$ cat config.mk
export PLATFORM = sky130hd
export DESIGN_NAME = ctx_access_guard
export DESIGN_NICKNAME = d
export VERILOG_FILES = /design/src/rtl/ctxg_pkg.sv /design/src/rtl/ctxg_perm_table.sv /design/src/rtl/ctxg_req_check.sv /design/src/rtl/ctxg_viol_log.sv /design/src/rtl/ctx_access_guard.sv
export SDC_FILE = /design/constraint.sdc
export NUM_CORES = 1
export LEC_CHECK = 0
export BUFFER_PORTS_ARGS = -buffer_cell sky130_fd_sc_hd__buf_2
export CAP_MARGIN = 20
export CORE_MARGIN = 2
export CORE_UTILIZATION = 53
export DETAILED_ROUTE_END_ITERATION = 6
export PLACE_DENSITY = 0.83
export SETUP_SLACK_MARGIN = 0.1
export SYNTH_ARGS = -nofsm -noshare
export SYNTH_HDL_FRONTEND = slang
export SYNTH_SLANG_ARGS = --single-unit
$ cat constraint.sdc
create_clock -name clk -period 2.4 [get_ports clk]
set_input_delay 0.24 -clock clk [delete_from_list [all_inputs] [get_ports clk]]
set_output_delay 0.24 -clock clk [all_outputs]
set_load 0.005 [all_outputs]
$ cat src/rtl/ctxg_pkg.sv
package ctxg_pkg;
  localparam logic CTX_PRI = 1'b0;
  localparam logic CTX_FBK = 1'b1;

  // permission word: bit 0 read allowed, bit 1 write allowed
  typedef logic [1:0] perm_t;

  function automatic logic perm_allows(input perm_t p, input logic we);
    return we ? p[1] : p[0];
  endfunction
endpackage

$ cat src/rtl/ctxg_perm_table.sv
module ctxg_perm_table
  import ctxg_pkg::*;
#(
  parameter int NUM_SLV = 6,
  parameter int NUM_CS  = 2,
  parameter int IDXW    = 3
) (
  input  logic                     clk,
  input  logic                     rst_n,
  input  logic                     cfg_we,
  input  logic                     cfg_ctx,
  input  logic [IDXW-1:0]          cfg_idx,
  input  perm_t                    cfg_perm,
  input  logic                     sw_req,
  output perm_t [NUM_SLV-1:0]      live_perm,
  output logic                     active_ctx,
  output logic                     upd_busy,
  output logic                     upd_done
);
  localparam int CSW = (NUM_CS > 1) ? $clog2(NUM_CS) : 1;

  perm_t [1:0][NUM_CS-1:0] prof;
  logic  [CSW-1:0]         step;
  logic                    tgt_ctx;
  logic                    cfg_is_cs, cfg_is_static, step_last;

  assign cfg_is_cs     = cfg_idx < IDXW'(NUM_CS);
  assign cfg_is_static = !cfg_is_cs && (cfg_idx < IDXW'(NUM_SLV));
  assign step_last     = step == CSW'(NUM_CS - 1);

  always_ff @(posedge clk) begin
    if (!rst_n) begin
      prof       <= '0;
      live_perm  <= '0;
      step       <= '0;
      tgt_ctx    <= CTX_PRI;
      active_ctx <= CTX_PRI;
      upd_busy   <= 1'b0;
      upd_done   <= 1'b0;
    end else begin
      upd_done <= 1'b0;
      if (cfg_we) begin
        if (cfg_is_cs) begin
          prof[cfg_ctx][cfg_idx[CSW-1:0]] <= cfg_perm;
          if (cfg_ctx == active_ctx && !upd_busy) live_perm[cfg_idx] <= cfg_perm;
        end else if (cfg_is_static) begin
          live_perm[cfg_idx] <= cfg_perm;
        end
      end
      if (upd_busy) begin
        live_perm[step] <= prof[tgt_ctx][step];
        if (step_last) begin
          upd_busy   <= 1'b0;
          upd_done   <= 1'b1;
          active_ctx <= tgt_ctx;
        end else begin
          step <= step + CSW'(1);
        end
      end else if (sw_req) begin
        upd_busy <= 1'b1;
        step     <= '0;
        tgt_ctx  <= !active_ctx;
      end
    end
  end

  // run-length counter for the rewrite window
  logic [CSW:0] run_len;
  always_ff @(posedge clk) begin
    if (!rst_n) run_len <= '0;
    else if (upd_busy) run_len <= run_len + (CSW+1)'(1);
    else run_len <= '0;
  end

  a_r7_busy_len: assert property (@(posedge clk) disable iff (!rst_n)
    upd_busy |-> run_len < (CSW+1)'(NUM_CS));
  a_r7_done_flip: assert property (@(posedge clk) disable iff (!rst_n)
    upd_done |-> active_ctx != $past(active_ctx));
  a_r8_static_hold: assert property (@(posedge clk) disable iff (!rst_n)
    (upd_busy && !cfg_we) |=> $stable(live_perm[NUM_SLV-1:NUM_CS]));
  a_r11_ctx_steady: assert property (@(posedge clk) disable iff (!rst_n)
    upd_busy |=> $stable(tgt_ctx));
endmodule

$ cat src/rtl/ctxg_req_check.sv
module ctxg_req_check
  import ctxg_pkg::*;
#(
  parameter int   NUM_SLV = 6,
  parameter int   SLOTW   = 4,
  parameter logic INIT_ID = 1'b0
) (
  input  logic                 clk,
  input  logic                 rst_n,
  input  logic                 req,
  input  logic                 we,
  input  logic [SLOTW-1:0]     slot,
  input  logic                 active_ctx,
  input  logic                 busy,
  input  perm_t [NUM_SLV-1:0]  live_perm,
  output logic                 ok_evt,
  output logic                 err_evt,
  output logic                 gnt,
  output logic                 err,
  output logic [NUM_SLV:0]     fwd_sel
);
  localparam int IW = (NUM_SLV > 1) ? $clog2(NUM_SLV) : 1;

  logic  hit_slv, hit_buf, owner, allow, eval;
  perm_t slot_perm;

  assign hit_slv   = slot < SLOTW'(NUM_SLV);
  assign hit_buf   = slot == SLOTW'(NUM_SLV);
  assign owner     = active_ctx == INIT_ID;
  assign slot_perm = hit_slv ? live_perm[slot[IW-1:0]] : '0;
  assign allow     = owner && (hit_buf || (hit_slv && perm_allows(slot_perm, we)));
  assign eval      = req && !busy;
  assign ok_evt    = eval && allow;
  assign err_evt   = eval && !allow;

  always_ff @(posedge clk) begin
    if (!rst_n) begin
      gnt     <= 1'b0;
      err     <= 1'b0;
      fwd_sel <= '0;
    end else begin
      gnt     <= ok_evt;
      err     <= err_evt;
      fwd_sel <= ok_evt ? ((NUM_SLV+1)'(1) << slot) : '0;
    end
  end

  a_r3_excl: assert property (@(posedge clk) disable iff (!rst_n) !(gnt && err));
  a_r2_owner: assert property (@(posedge clk) disable iff (!rst_n)
    gnt |-> $past(active_ctx) == INIT_ID);
  a_r9_quiet: assert property (@(posedge clk) disable iff (!rst_n)
    $past(busy) |-> (!gnt && !err));
  a_r6_sel_gnt: assert property (@(posedge clk) disable iff (!rst_n)
    gnt == (fwd_sel != '0));
endmodule

$ cat src/rtl/ctxg_viol_log.sv
module ctxg_viol_log #(
  parameter int CNT_W = 8
) (
  input  logic             clk,
  input  logic             rst_n,
  input  logic             err_evt,
  output logic [CNT_W-1:0] cnt,
  output logic             flag
);
  always_ff @(posedge clk) begin
    if (!rst_n) begin
      cnt  <= '0;
      flag <= 1'b0;
    end else if (err_evt) begin
      flag <= 1'b1;
      if (!(&cnt)) cnt <= cnt + CNT_W'(1);
    end
  end

  a_r10_mono: assert property (@(posedge clk) disable iff (!rst_n) cnt >= $past(cnt));
  a_r10_sticky: assert property (@(posedge clk) disable iff (!rst_n) $past(flag) |-> flag);
  a_r10_flag_set: assert property (@(posedge clk) disable iff (!rst_n) $past(err_evt) |-> flag);
endmodule

$ cat src/rtl/ctx_access_guard.sv
module ctx_access_guard
  import ctxg_pkg::*;
#(
  parameter int AW      = 16,
  parameter int ASH     = 12,
  parameter int NUM_SLV = 6,
  parameter int NUM_CS  = 2,
  parameter int CNT_W   = 8,
  parameter int IDXW    = (NUM_SLV > 1) ? $clog2(NUM_SLV) : 1
) (
  input  logic               clk,
  input  logic               rst_n,
  input  logic               pri_req,
  input  logic               pri_we,
  input  logic [AW-1:0]      pri_addr,
  output logic               pri_gnt,
  output logic               pri_err,
  input  logic               fbk_req,
  input  logic               fbk_we,
  input  logic [AW-1:0]      fbk_addr,
  output logic               fbk_gnt,
  output logic               fbk_err,
  input  logic               cfg_we,
  input  logic               cfg_ctx,
  input  logic [IDXW-1:0]    cfg_idx,
  input  logic [1:0]         cfg_perm,
  input  logic               sw_req,
  output logic               active_ctx,
  output logic               upd_busy,
  output logic               upd_done,
  output logic               slv_req,
  output logic               slv_we,
  output logic [AW-1:0]      slv_addr,
  output logic [NUM_SLV:0]   slv_sel,
  output logic [CNT_W-1:0]   pri_viol_cnt,
  output logic [CNT_W-1:0]   fbk_viol_cnt,
  output logic [1:0]         viol_flag
);
  localparam int SLOTW = AW - ASH;

  perm_t [NUM_SLV-1:0]     live_perm;
  logic [1:0]              req_v, we_v, ok_v, errev_v, gnt_v, err_v;
  logic [1:0][AW-1:0]      addr_v;
  logic [1:0][NUM_SLV:0]   sel_v;
  logic [1:0][CNT_W-1:0]   cnt_v;

  assign req_v  = {fbk_req, pri_req};
  assign we_v   = {fbk_we, pri_we};
  assign addr_v = {fbk_addr, pri_addr};

  ctxg_perm_table #(.NUM_SLV(NUM_SLV), .NUM_CS(NUM_CS), .IDXW(IDXW)) u_table (
    .clk(clk), .rst_n(rst_n), .cfg_we(cfg_we), .cfg_ctx(cfg_ctx), .cfg_idx(cfg_idx),
    .cfg_perm(cfg_perm), .sw_req(sw_req), .live_perm(live_perm),
    .active_ctx(active_ctx), .upd_busy(upd_busy), .upd_done(upd_done)
  );

  for (genvar gi = 0; gi < 2; gi++) begin : g_init
    ctxg_req_check #(.NUM_SLV(NUM_SLV), .SLOTW(SLOTW), .INIT_ID(gi[0])) u_chk (
      .clk(clk), .rst_n(rst_n), .req(req_v[gi]), .we(we_v[gi]),
      .slot(addr_v[gi][AW-1:ASH]), .active_ctx(active_ctx), .busy(upd_busy),
      .live_perm(live_perm), .ok_evt(ok_v[gi]), .err_evt(errev_v[gi]),
      .gnt(gnt_v[gi]), .err(err_v[gi]), .fwd_sel(sel_v[gi])
    );
    ctxg_viol_log #(.CNT_W(CNT_W)) u_log (
      .clk(clk), .rst_n(rst_n), .err_evt(errev_v[gi]),
      .cnt(cnt_v[gi]), .flag(viol_flag[gi])
    );
  end

  assign pri_gnt      = gnt_v[0];
  assign pri_err      = err_v[0];
  assign fbk_gnt      = gnt_v[1];
  assign fbk_err      = err_v[1];
  assign pri_viol_cnt = cnt_v[0];
  assign fbk_viol_cnt = cnt_v[1];
  assign slv_req      = |gnt_v;
  assign slv_sel      = sel_v[0] | sel_v[1];

  // at most one initiator owns the context, so at most one ok event per cycle
  always_ff @(posedge clk) begin
    if (!rst_n) begin
      slv_we   <= 1'b0;
      slv_addr <= '0;
    end else if (ok_v[0]) begin
      slv_we   <= we_v[0];
      slv_addr <= addr_v[0];
    end else if (ok_v[1]) begin
      slv_we   <= we_v[1];
      slv_addr <= addr_v[1];
    end
  end

  a_r6_single_src: assert property (@(posedge clk) disable iff (!rst_n)
    slv_req |-> ($onehot(slv_sel) && $countones(gnt_v) == 1));
  a_r6_no_fwd_err: assert property (@(posedge clk) disable iff (!rst_n)
    !slv_req |-> slv_sel == '0);
  a_r2_one_owner: assert property (@(posedge clk) disable iff (!rst_n) $onehot0(ok_v));
endmodule

==> impl_metrics.env, run 1 <==
export IMPL_dp_hpwl_um=6420
export IMPL_crit_path_end_kind="register"
export IMPL_cp_required_ps=2630
export IMPL_cp_arrival_ps=2220
export IMPL_reg2reg_depth=6
export IMPL_async_reset_ff_frac=0
export IMPL_clk_latency_ps=340
export IMPL_fin_crit_ps=1990
export IMPL_worstSetupPathType="reg2reg"
export IMPL_synth_seq_area_share=0.422
export IMPL_route_detailed_drc=0
export IMPL_routed_wl_um=8540
export IMPL_fin_setup_tns_ps=0
export IMPL_total_leakage_power_uw=0.00192
export IMPL_hold_ws_ps=174
export IMPL_initial_core_util=0.547
export IMPL_die_w_um=87.5
export IMPL_numClockSinks=78
export IMPL_drtPass1Iterations=5
export IMPL_cp_slowest_cell="dfxtp_1"
export IMPL_syn_area_per_cell_um2=8.95
export IMPL_syn_nets=465
export IMPL_num_rows=30
export IMPL_final_cell_mix="buf_2, dfxtp_1, mux2i_1"
export IMPL_postCtsSetupBuffers=0
export IMPL_cts_made_buffers=9
export IMPL_vias=3270
export IMPL_fillers=590
export IMPL_antenna_diode_count=0
export IMPL_grt_pass1_vias=2993
export IMPL_status="completed"
export IMPL_cts_root_buf="clkbuf_8"
export IMPL_hold_viol_final=0
export IMPL_dpl_cell_area_um2=4170
export IMPL_layout_drive_gt1_share=0.274
export IMPL_worst_setup_path_start_kind="register"
export IMPL_postCtsResizedCells=0
export IMPL_wl_per_cell_um=14.6
export IMPL_max_stage_delay_ps=480
export IMPL_clock_path_buffers=2
export IMPL_fin_area_um2=4340
export IMPL_fin_crit_sh=0.831
export IMPL_slew_viol_final=0
export IMPL_die_h_um=87.5
export IMPL_grt_total_usage=0.225
export IMPL_yosys_cell_types_count=57
export IMPL_cp_max_fo=17
export IMPL_rsz0062_at_grt="false"
export IMPL_holdCritPathClass="in2reg"
export IMPL_hold_buffers=0
export IMPL_portBuffers=95
export IMPL_fmax_mhz=502
export IMPL_path_cells="and2b_1, nor2b_1, and2_1, a22o_4, mux2i_1, a21oi_1"
export IMPL_cts_tree="done"
export IMPL_drt_iter0_markers=137
export IMPL_synth_top_area_frac=0.422
export IMPL_antenna_found_initial=0
export IMPL_multi_input_area_um2=1940
export IMPL_synth_top_cell_by_area="dfxtp_1"
export IMPL_antenna_left=0
export IMPL_tightest_slew_ps=738
export IMPL_yosys_warnings=0
export IMPL_finClkSkew_ps=10.2
export IMPL_io_pin_count=96
export IMPL_post_drt_via_cell_ratio=5.61
export IMPL_core_um2=6760
export IMPL_setup_viol=0
export IMPL_grt_pass1_wl_um=13700
export IMPL_synth_edf_count=0
export IMPL_fin_nets=551
export IMPL_ir_worst_vdd_uv=335
export IMPL_maxSlewHeadroom=0.505
export IMPL_synth_seq_cells=78
export IMPL_gr_total_overflow=0
export IMPL_regArea_um2=1560
export IMPL_syn_cell_area_um2=3700
export IMPL_final_common_cell="buf_2"
export IMPL_dieArea_um2=7660
export IMPL_path_clk_slew_ps=80
export IMPL_synthesis_instances=413
export IMPL_gp_congestion=0.888
export IMPL_whs_path_depth=3
export IMPL_synthTopCellsByArea="dfxtp_1, mux2i_1, a21oi_1"
export IMPL_grt_max_degree=41
export IMPL_p_per_area_nw_per_um2=577
export IMPL_synthFlopType="dfxtp_1"
export IMPL_cap_viol_max_count=0
export IMPL_syn_to_final_growth_pct=17.3
export IMPL_htreeDepth=3
per-stage QoR:
| step | utilization | setup slack, ps | total power, uW | instances |
|---|---|---|---|---|
| 6_report | 0.642 | 406 | 2500 | 583 |
| 5_1_grt | 0.642 | 310 | 2610 | 583 |
| 4_1_cts | 0.642 | 394 | 2510 | 583 |
| 3_5_place_dp | 0.617 | 247 | 1690 | 568 |
| 3_3_place_gp | 0.617 | 310 | 1680 | 568 |
| 2_1_floorplan | - | 584 | 1570 | 413 |
worst max-delay path: cells and delay by family, from the launching register on:
family / cells / cell delay, ps
compound gates: 2 / 390
flops: 1 / 480
simple gates: 3 / 750
mux: 1 / 260
sequential cells by signal (all words and copies together) (netlist names), 2 cells and up:
| name | flops |
|---|---|
| g_init.u_chk.err | 2 |
| g_init.u_chk.fwd_sel | 14 |
| g_init.u_chk.gnt | 2 |
| g_init.u_log.cnt | 16 |
| g_init.u_log.flag | 2 |
| slv_addr | 16 |
| u_table.live_perm | 12 |
| u_table.prof | 8 |
kinds of logic after synthesis:
kind of cell,count (synthesis),synth area share
xor gates and xnor gates,2,0.00474
AOI/OAI and AO/OA,86,0.156
muxes,42,0.116
DFF,78,0.422
buffers and inverters,39,0.0541
adders and majority gates,6,0.0203
and+or+nand+nor,160,0.227
synthesized netlist by cell type, types with 3 or more instances:
library cell and count:
or2_2 8, clkbuf_1 16, mux2i_1 39, dfxtp_1 78
nand4b_1 3, a21oi_1 36, nor2b_1 9, nand4_1 6
nor2_1 26, ha_1 6, nor3_1 9, nand3_1 19
nor4_1 9, buf_2 5, nand2b_1 14, nand2_1 37
a211oi_1 8, and3_1 3, inv_1 11, o21ai_0 23
worst paths after layout:
kind / slack, ps / endpoint / start
max: 410 / slv_addr[0] / u_table.active_ctx
min: 170 / slv_addr[11] / pri_addr[11]
max reg2reg: 410 / slv_addr[0] / u_table.active_ctx
min reg2reg: 460 / g_init[0].u_log.flag / g_init[0].u_log.flag
metal layers:
metal / vias up / GRT usage / part of all wire
li1: 1635 / - / -
met1: 1525 / 0.280 / 0.43
met2: 97 / 0.393 / 0.51
met3: 13 / 0.0351 / 0.050
met4: 0 / 0.0797 / 0.013
met5: - / 0 / 0
power breakdown:
part / internal, uW / leakage, uW / switching (uW)
Combinational: 125 / 0.00120 / 171
Sequential: 1330 / 0.000632 / 32.2
Clock: 395 / 0.0000889 / 444
Total: 1850 / 0.00192 / 648
area by class of cell:
cell class | count | area share
clock buffers | 11 | 0.0326
clock inverters | 4 | 0.00548
inverters | 12 | 0.0104
multi-input cells | 296 | 0.446
flip-flops and latches | 78 | 0.360
well taps | 80 | 0.0231
repair buffers | 102 | 0.122
Note: power is estimated with default switching activity, not from simulation.
==> inputs of run 2 (changes only) <==
--- a/config.mk
+++ b/config.mk
@@ -5,12 +5,13 @@
 export SDC_FILE = /design/constraint.sdc
 export NUM_CORES = 1
 export LEC_CHECK = 0
+export ABC_AREA = 1
 export BUFFER_PORTS_ARGS = -buffer_cell sky130_fd_sc_hd__buf_2
 export CAP_MARGIN = 20
 export CORE_MARGIN = 2
-export CORE_UTILIZATION = 53
+export CORE_UTILIZATION = 54
 export DETAILED_ROUTE_END_ITERATION = 6
-export PLACE_DENSITY = 0.83
+export PLACE_DENSITY = 0.84
 export SETUP_SLACK_MARGIN = 0.1
 export SYNTH_ARGS = -nofsm -noshare
 export SYNTH_HDL_FRONTEND = slang
==> constraint.sdc (replaced) <==
create_clock -name clk -period 1.9 [get_ports clk]
set_input_delay 0.19 -clock clk [delete_from_list [all_inputs] [get_ports clk]]
set_output_delay 0.19 -clock clk [all_outputs]
set_load 0.005 [all_outputs]
==> run 2 against run 1 <==
Against the previous run:
- setup slack worse by 260 ps
- hold slack got worse by 130 ps
- final cell count up 29%
- combinational power up 56%
- non-clock buffer count is 20 higher
- largest power group unchanged
==> impl_metrics.env, run 2 <==
export IMPL_fillers=615
export IMPL_wl_per_cell_um=13.5
export IMPL_tightest_slew_ps=401
export IMPL_layout_drive_gt1_share=0.293
export IMPL_p_clk_frac=0.387
export IMPL_max_stage_delay_ps=300
export IMPL_worstSetupPathType="reg2reg"
export IMPL_ys_top_cells_by_count="nand2_1, dfxtp_1, inv_1"
export IMPL_hold_ws_ps=42.0
export IMPL_top_regs="g_init.u_log.cnt x16, slv_addr x16, g_init.u_chk.fwd_sel x14"
export IMPL_cp_slowest_cell="dfxtp_1"
export IMPL_total_leakage_power_uw=0.00236
export IMPL_cts_tree="done"
export IMPL_grt_use_met1=0.288
export IMPL_grt_pass1_vias=3497
export IMPL_fin_setup_tns_ps=0
export IMPL_hold_buffers=0
export IMPL_synth_seq_cells=78
export IMPL_htreeDepth=3
export IMPL_holdCritPathClass="in2reg"
export IMPL_fin_crit_ps=1760
export IMPL_syn_cell_area_um2=3950
export IMPL_worst_setup_path_start_kind="register"
export IMPL_initial_core_util=0.551
export IMPL_gr_total_overflow=0
export IMPL_vias=4052
export IMPL_use_met3=0.0425
export IMPL_core_um2=7180
export IMPL_fmax_mhz=569
export IMPL_seqPwrFrac=0.483
export IMPL_grt_pass1_wl_um=15000
export IMPL_cts_made_buffers=9
export IMPL_whs_path_depth=2
export IMPL_pwr_share_comb=0.130
export IMPL_num_rows=31
export IMPL_synthFlopType="dfxtp_1"
export IMPL_finalNonFillerCells=754
export IMPL_dp_hpwl_um=7010
export IMPL_syn_area_per_cell_um2=7.37
export IMPL_hold_viol_final=0
export IMPL_route_detailed_drc=0
export IMPL_clock_path_buffers=2
export IMPL_critPathMostFrequentCell="nand2_1"
export IMPL_cts_root_buf="clkbuf_8"
export IMPL_maxSlewHeadroom=0.731
export IMPL_final_cell_mix="nand2_1, buf_2, dfxtp_1"
export IMPL_swShare=0.261
export IMPL_crit_path_end_kind="register"
export IMPL_die_w_um=89.6
export IMPL_io_pin_count=96
export IMPL_yosys_cell_types_count=34
export IMPL_drtPass1Iterations=6
export IMPL_p_per_area_nw_per_um2=721
export IMPL_power_total_uw=3550
export IMPL_numClockSinks=78
export IMPL_cp_arrival_ps=1990
export IMPL_antenna_diode_count=0
export IMPL_clk_latency_ps=350
export IMPL_drt_iter0_markers=244
export IMPL_syn_to_final_growth_pct=24.4
export IMPL_reg2reg_depth=13
export IMPL_finClkSkew_ps=8.32
export IMPL_synth_seq_area_share=0.395
export IMPL_synthesis_instances=536
export IMPL_grt_max_degree=28
export IMPL_antenna_left=0
export IMPL_fin_util=0.685
export IMPL_grt_total_usage=0.236
export IMPL_fin_crit_sh=0.925
export IMPL_die_h_um=89.6
export IMPL_yosys_warnings=0
export IMPL_rsz0062_at_grt="false"
export IMPL_p_switching_uw=926
export IMPL_syn_nets=588
export IMPL_cp_required_ps=2130
export IMPL_slew_viol_final=0
export IMPL_path_cells="inv_1, o21ai_1, nand2_1, nand3_1, nand2_1, nand2_1, nand2_2, nand2_4, nand3_4, buf_4, nand2_1, o21ai_0, inv_1"
export IMPL_synthTopCellsByArea="dfxtp_1, nand2_1, inv_1"
export IMPL_p_int_uw=2620
export IMPL_antenna_found_initial=0
export IMPL_cap_viol_max_count=0
export IMPL_ir_worst_vdd_uv=438
export IMPL_busiest_layer="met2"
export IMPL_post_drt_via_cell_ratio=5.37
export IMPL_synth_top_area_frac=0.395
export IMPL_path_clk_slew_ps=80
export IMPL_met2_usage=0.400
export IMPL_synth_edf_count=0
export IMPL_cp_max_fo=7
export IMPL_gp_congestion=0.896
export IMPL_dp_cells=727
export IMPL_dieArea_um2=8020
export IMPL_portBuffers=95
export IMPL_status="completed"
export IMPL_synth_top_cell_by_area="dfxtp_1"
export IMPL_fin_nets=702
export IMPL_synth_most_common_cell="nand2_1"
export IMPL_async_reset_ff_frac=0
export IMPL_routed_wl_um=10200
export IMPL_setup_viol=0
run 2: cell types whose count changed in the layout (fill, tap and decap cells not counted), moves of 10 or more:
cell | previous run | this run
nand4_1 | 6 | 27
nand2_1 | 37 | 95
nand3_2 | 0 | 12
nand2b_1 | 14 | 0
buf_4 | 7 | 25
mux2i_1 | 39 | 0
a21oi_1 | 36 | 46
nand3_1 | 19 | 44
inv_1 | 11 | 72
run 2: power by group through the flow:
stage / combinational (uW) / clock, uW / sequential [uW]
after global placement: 422 / 0 / 1750
after detailed placement: 437 / 0 / 1750
final: 461 / 1370 / 1710
after global routing: 509 / 1450 / 1720
after floorplan: 270 / 0 / 1750
after CTS: 443 / 1380 / 1710
run 2: worst max-delay path: cells and delay by family, from the launching register on:
kind | cells | cell delay, ps
compound gates | 2 | 320
buf+inv | 3 | 330
flops | 1 | 300
simple gates | 8 | 680
run 2: final timing paths:
path | from | endpoint | slack (ps)
worst max-delay path | u_table.live_perm[1] | slv_addr[13] | 140
worst min-delay path | sw_req | u_table.step | 40
worst max register to register | u_table.live_perm[1] | slv_addr[13] | 140
worst min register to register | g_init[0].u_log.flag | g_init[0].u_log.flag | 470
run 2: cell families after synthesis:
group	share of synthesized area
buffers and inverters	0.107
XOR/XNOR	0.0244
AO/OA/AOI/OAI	0.128
AND/OR/NAND/NOR	0.326
flip-flops	0.395
adder cells (fa/ha/maj)	0.0190
run 2: area by class of cell:
cell class,instances,area [um^2],area share
multi-input cells,363,2020,0.411
repair buffers,122,703,0.143
clock inverters,6,85.1,0.0173
flip-flops and latches,78,1560,0.318
well taps,99,124,0.0252
inverters,76,285,0.0580
clock buffers,10,138,0.0280
run 2: metrics by stage:
stage,setup slack [ps],area (um^2)
final,142,4920
after global routing,59.5,4920
after CTS,177,4790
after detailed placement,15.7,4560
after global placement,91.3,4560
after floorplan,309,3950
run 2: repair_timing:
action,in CTS,in global routing
setup endpoints to repair,0,30
resized for setup,0,7
setup buffers,0,9
run 2: metal layers:
metal | routed length, um | share of wire | vias up
met5 | 0 | 0 | -
met4 | 260 | 0.025 | 0
met3 | 634 | 0.062 | 26
met2 | 5030 | 0.49 | 174
met1 | 4280 | 0.42 | 1859
li1 | - | - | 1993
==> inputs of run 3 (changes only) <==
--- a/config.mk
+++ b/config.mk
@@ -5,13 +5,13 @@
 export SDC_FILE = /design/constraint.sdc
 export NUM_CORES = 1
 export LEC_CHECK = 0
-export ABC_AREA = 1
 export BUFFER_PORTS_ARGS = -buffer_cell sky130_fd_sc_hd__buf_2
 export CAP_MARGIN = 20
 export CORE_MARGIN = 2
-export CORE_UTILIZATION = 54
+export CORE_UTILIZATION = 53
 export DETAILED_ROUTE_END_ITERATION = 6
-export PLACE_DENSITY = 0.84
+export PLACE_DENSITY = 0.83
+export REMOVE_ABC_BUFFERS = 1
 export SETUP_SLACK_MARGIN = 0.1
 export SYNTH_ARGS = -nofsm -noshare
 export SYNTH_HDL_FRONTEND = slang
==> run 3 against run 2 <==
Against the previous run:
- clock power is essentially flat
- largest power group unchanged
- critical endpoint is now slv_addr[9]
- critical path type unchanged
- sequential cell count is the same
- fmax shrank 5.0%
- non-clock buffer count grew 3
- register-to-register slack lost 90 ps
- sequential share of layout area grew 1.8 points
- total power shrank 1.8%
- setup slack lost 92 ps
==> impl_metrics.env, run 3 (synthesis results as in run 1) <==
export IMPL_crit_family="compound AO/OA/AOI/OAI gates"
export IMPL_grt_pass1_wl_um=14000
export IMPL_numClockSinks=78
export IMPL_portBuffers=95
export IMPL_worstSetupPathType="reg2reg"
export IMPL_hold_viol_final=0
export IMPL_clock_path_buffers=2
export IMPL_layout_setup_ws_ps=49.4
export IMPL_slew_viol_final=0
export IMPL_fmax_mhz=540
export IMPL_num_rows=30
export IMPL_fin_area_um2=4670
export IMPL_top_regs="g_init.u_log.cnt x16, slv_addr x16, g_init.u_chk.fwd_sel x14"
export IMPL_final_common_cell="buf_2"
export IMPL_cp_max_fo=6
export IMPL_die_h_um=87.5
export IMPL_fin_nets=574
export IMPL_crit_path_end_kind="register"
export IMPL_final_cell_mix="buf_2, dfxtp_1, mux2i_1"
export IMPL_clk_latency_ps=360
export IMPL_route_detailed_drc=0
export IMPL_cp_slowest_cell="a311oi_4"
export IMPL_status="completed"
export IMPL_fin_crit_sh=0.974
export IMPL_drtPass1Iterations=5
export IMPL_grt_max_degree=37
export IMPL_max_stage_delay_ps=420
export IMPL_post_drt_via_cell_ratio=5.59
export IMPL_path_cells="mux2i_1, and3_2, a311oi_4, a22o_4, buf_12, mux2i_1, a21oi_1"
export IMPL_io_pin_count=96
export IMPL_gr_total_overflow=0
export IMPL_p_per_area_nw_per_um2=745
export IMPL_dieArea_um2=7660
export IMPL_die_w_um=87.5
export IMPL_grt_pass1_vias=3056
export IMPL_cts_tree="done"
export IMPL_drt_iter0_markers=192
export IMPL_dpl_cell_area_um2=4270
export IMPL_ir_worst_vdd_uv=558
export IMPL_rsz0062_at_grt="true"
export IMPL_pre_cts_ws_ps=-52.6
export IMPL_initial_core_util=0.547
export IMPL_hold_ws_ps=108
export IMPL_total_leakage_power_uw=0.00208
export IMPL_dp_hpwl_um=6260
export IMPL_tightest_slew_ps=405
export IMPL_cap_viol_max_count=0
export IMPL_fin_crit_ps=1850
export IMPL_htreeDepth=3
export IMPL_hold_buffers=0
export IMPL_gp_congestion=0.849
export IMPL_worst_setup_path_start_kind="register"
export IMPL_critPathMostFrequentCell="mux2i_1"
export IMPL_rrSetupSlack_ps=50
export IMPL_routed_wl_um=8980
export IMPL_antenna_found_initial=0
export IMPL_cp_arrival_ps=2090
export IMPL_vias=3396
export IMPL_cp_num_buf_inv=1
export IMPL_antenna_left=0
export IMPL_cp_required_ps=2140
export IMPL_cts_root_buf="clkbuf_8"
export IMPL_cts_made_buffers=9
export IMPL_core_um2=6760
export IMPL_setup_viol=0
export IMPL_finalNonFillerCells=607
export IMPL_maxSlewHeadroom=0.730
export IMPL_path_clk_slew_ps=80
export IMPL_syn_to_final_growth_pct=26.4
export IMPL_layout_drive_gt1_share=0.340
export IMPL_dp_cells=580
export IMPL_holdCritPathClass="in2reg"
export IMPL_grt_total_usage=0.231
export IMPL_finClkSkew_ps=9.33
export IMPL_wl_per_cell_um=14.8
export IMPL_antenna_diode_count=0
## run 3: final timing paths
path,to,cells after the start,from
hold / removal,slv_addr[1],3,fbk_addr[1]
hold reg to reg,g_init[1].u_log.flag,2,g_init[1].u_log.flag
setup / recovery,slv_addr[9],7,u_table.live_perm[7]
setup reg to reg,slv_addr[9],7,u_table.live_perm[7]
## run 3: final cells by class
class | count | area (um^2)
fillers | 543 | 2080
multi-input cells | 296 | 1990
flip-flops and latches | 78 | 1570
repair buffers | 125 | 752
clock buffers | 10 | 128
well taps | 80 | 100
clock inverters | 6 | 86.3
inverters | 12 | 45.0
## run 3: power breakdown
part | internal (uW) | switching [uW]
clock network | 737 | 603
registers | 1680 | 40.0
logic | 187 | 231
## run 3: repair_timing
item | CTS | global route
endpoints found under the setup margin | 21 | 40
setup buffers | 7 | 2
gates resized for setup | 6 | 18
pin swaps | 5 | 9
gates cloned | 1 | 1
## run 3: metrics by stage
stage	util	setup TNS (ps)	power, uW
after floorplan	-	-493	1940
after global placement	0.632	0	2140
after detailed placement	0.632	-344	2150
after CTS	0.677	0	3480
after global routing	0.692	-126	3620
final	0.692	0	3480
## run 3: per-layer routing
metal | up-vias | share of wire | GRT usage
met5 | - | 0 | 0
met4 | 0 | 0.015 | 0.0895
met3 | 12 | 0.082 | 0.0493
met2 | 143 | 0.48 | 0.376
met1 | 1550 | 0.43 | 0.301
li1 | 1691 | - | -
## run 3: worst register-to-register path, cell delays in order (launching register included)
cell	delay, ps
dfxtp_1	330
mux2i_1	70
and3_2	240
a311oi_4	420
a22o_4	250
buf_12	140
mux2i_1	190
a21oi_1	90
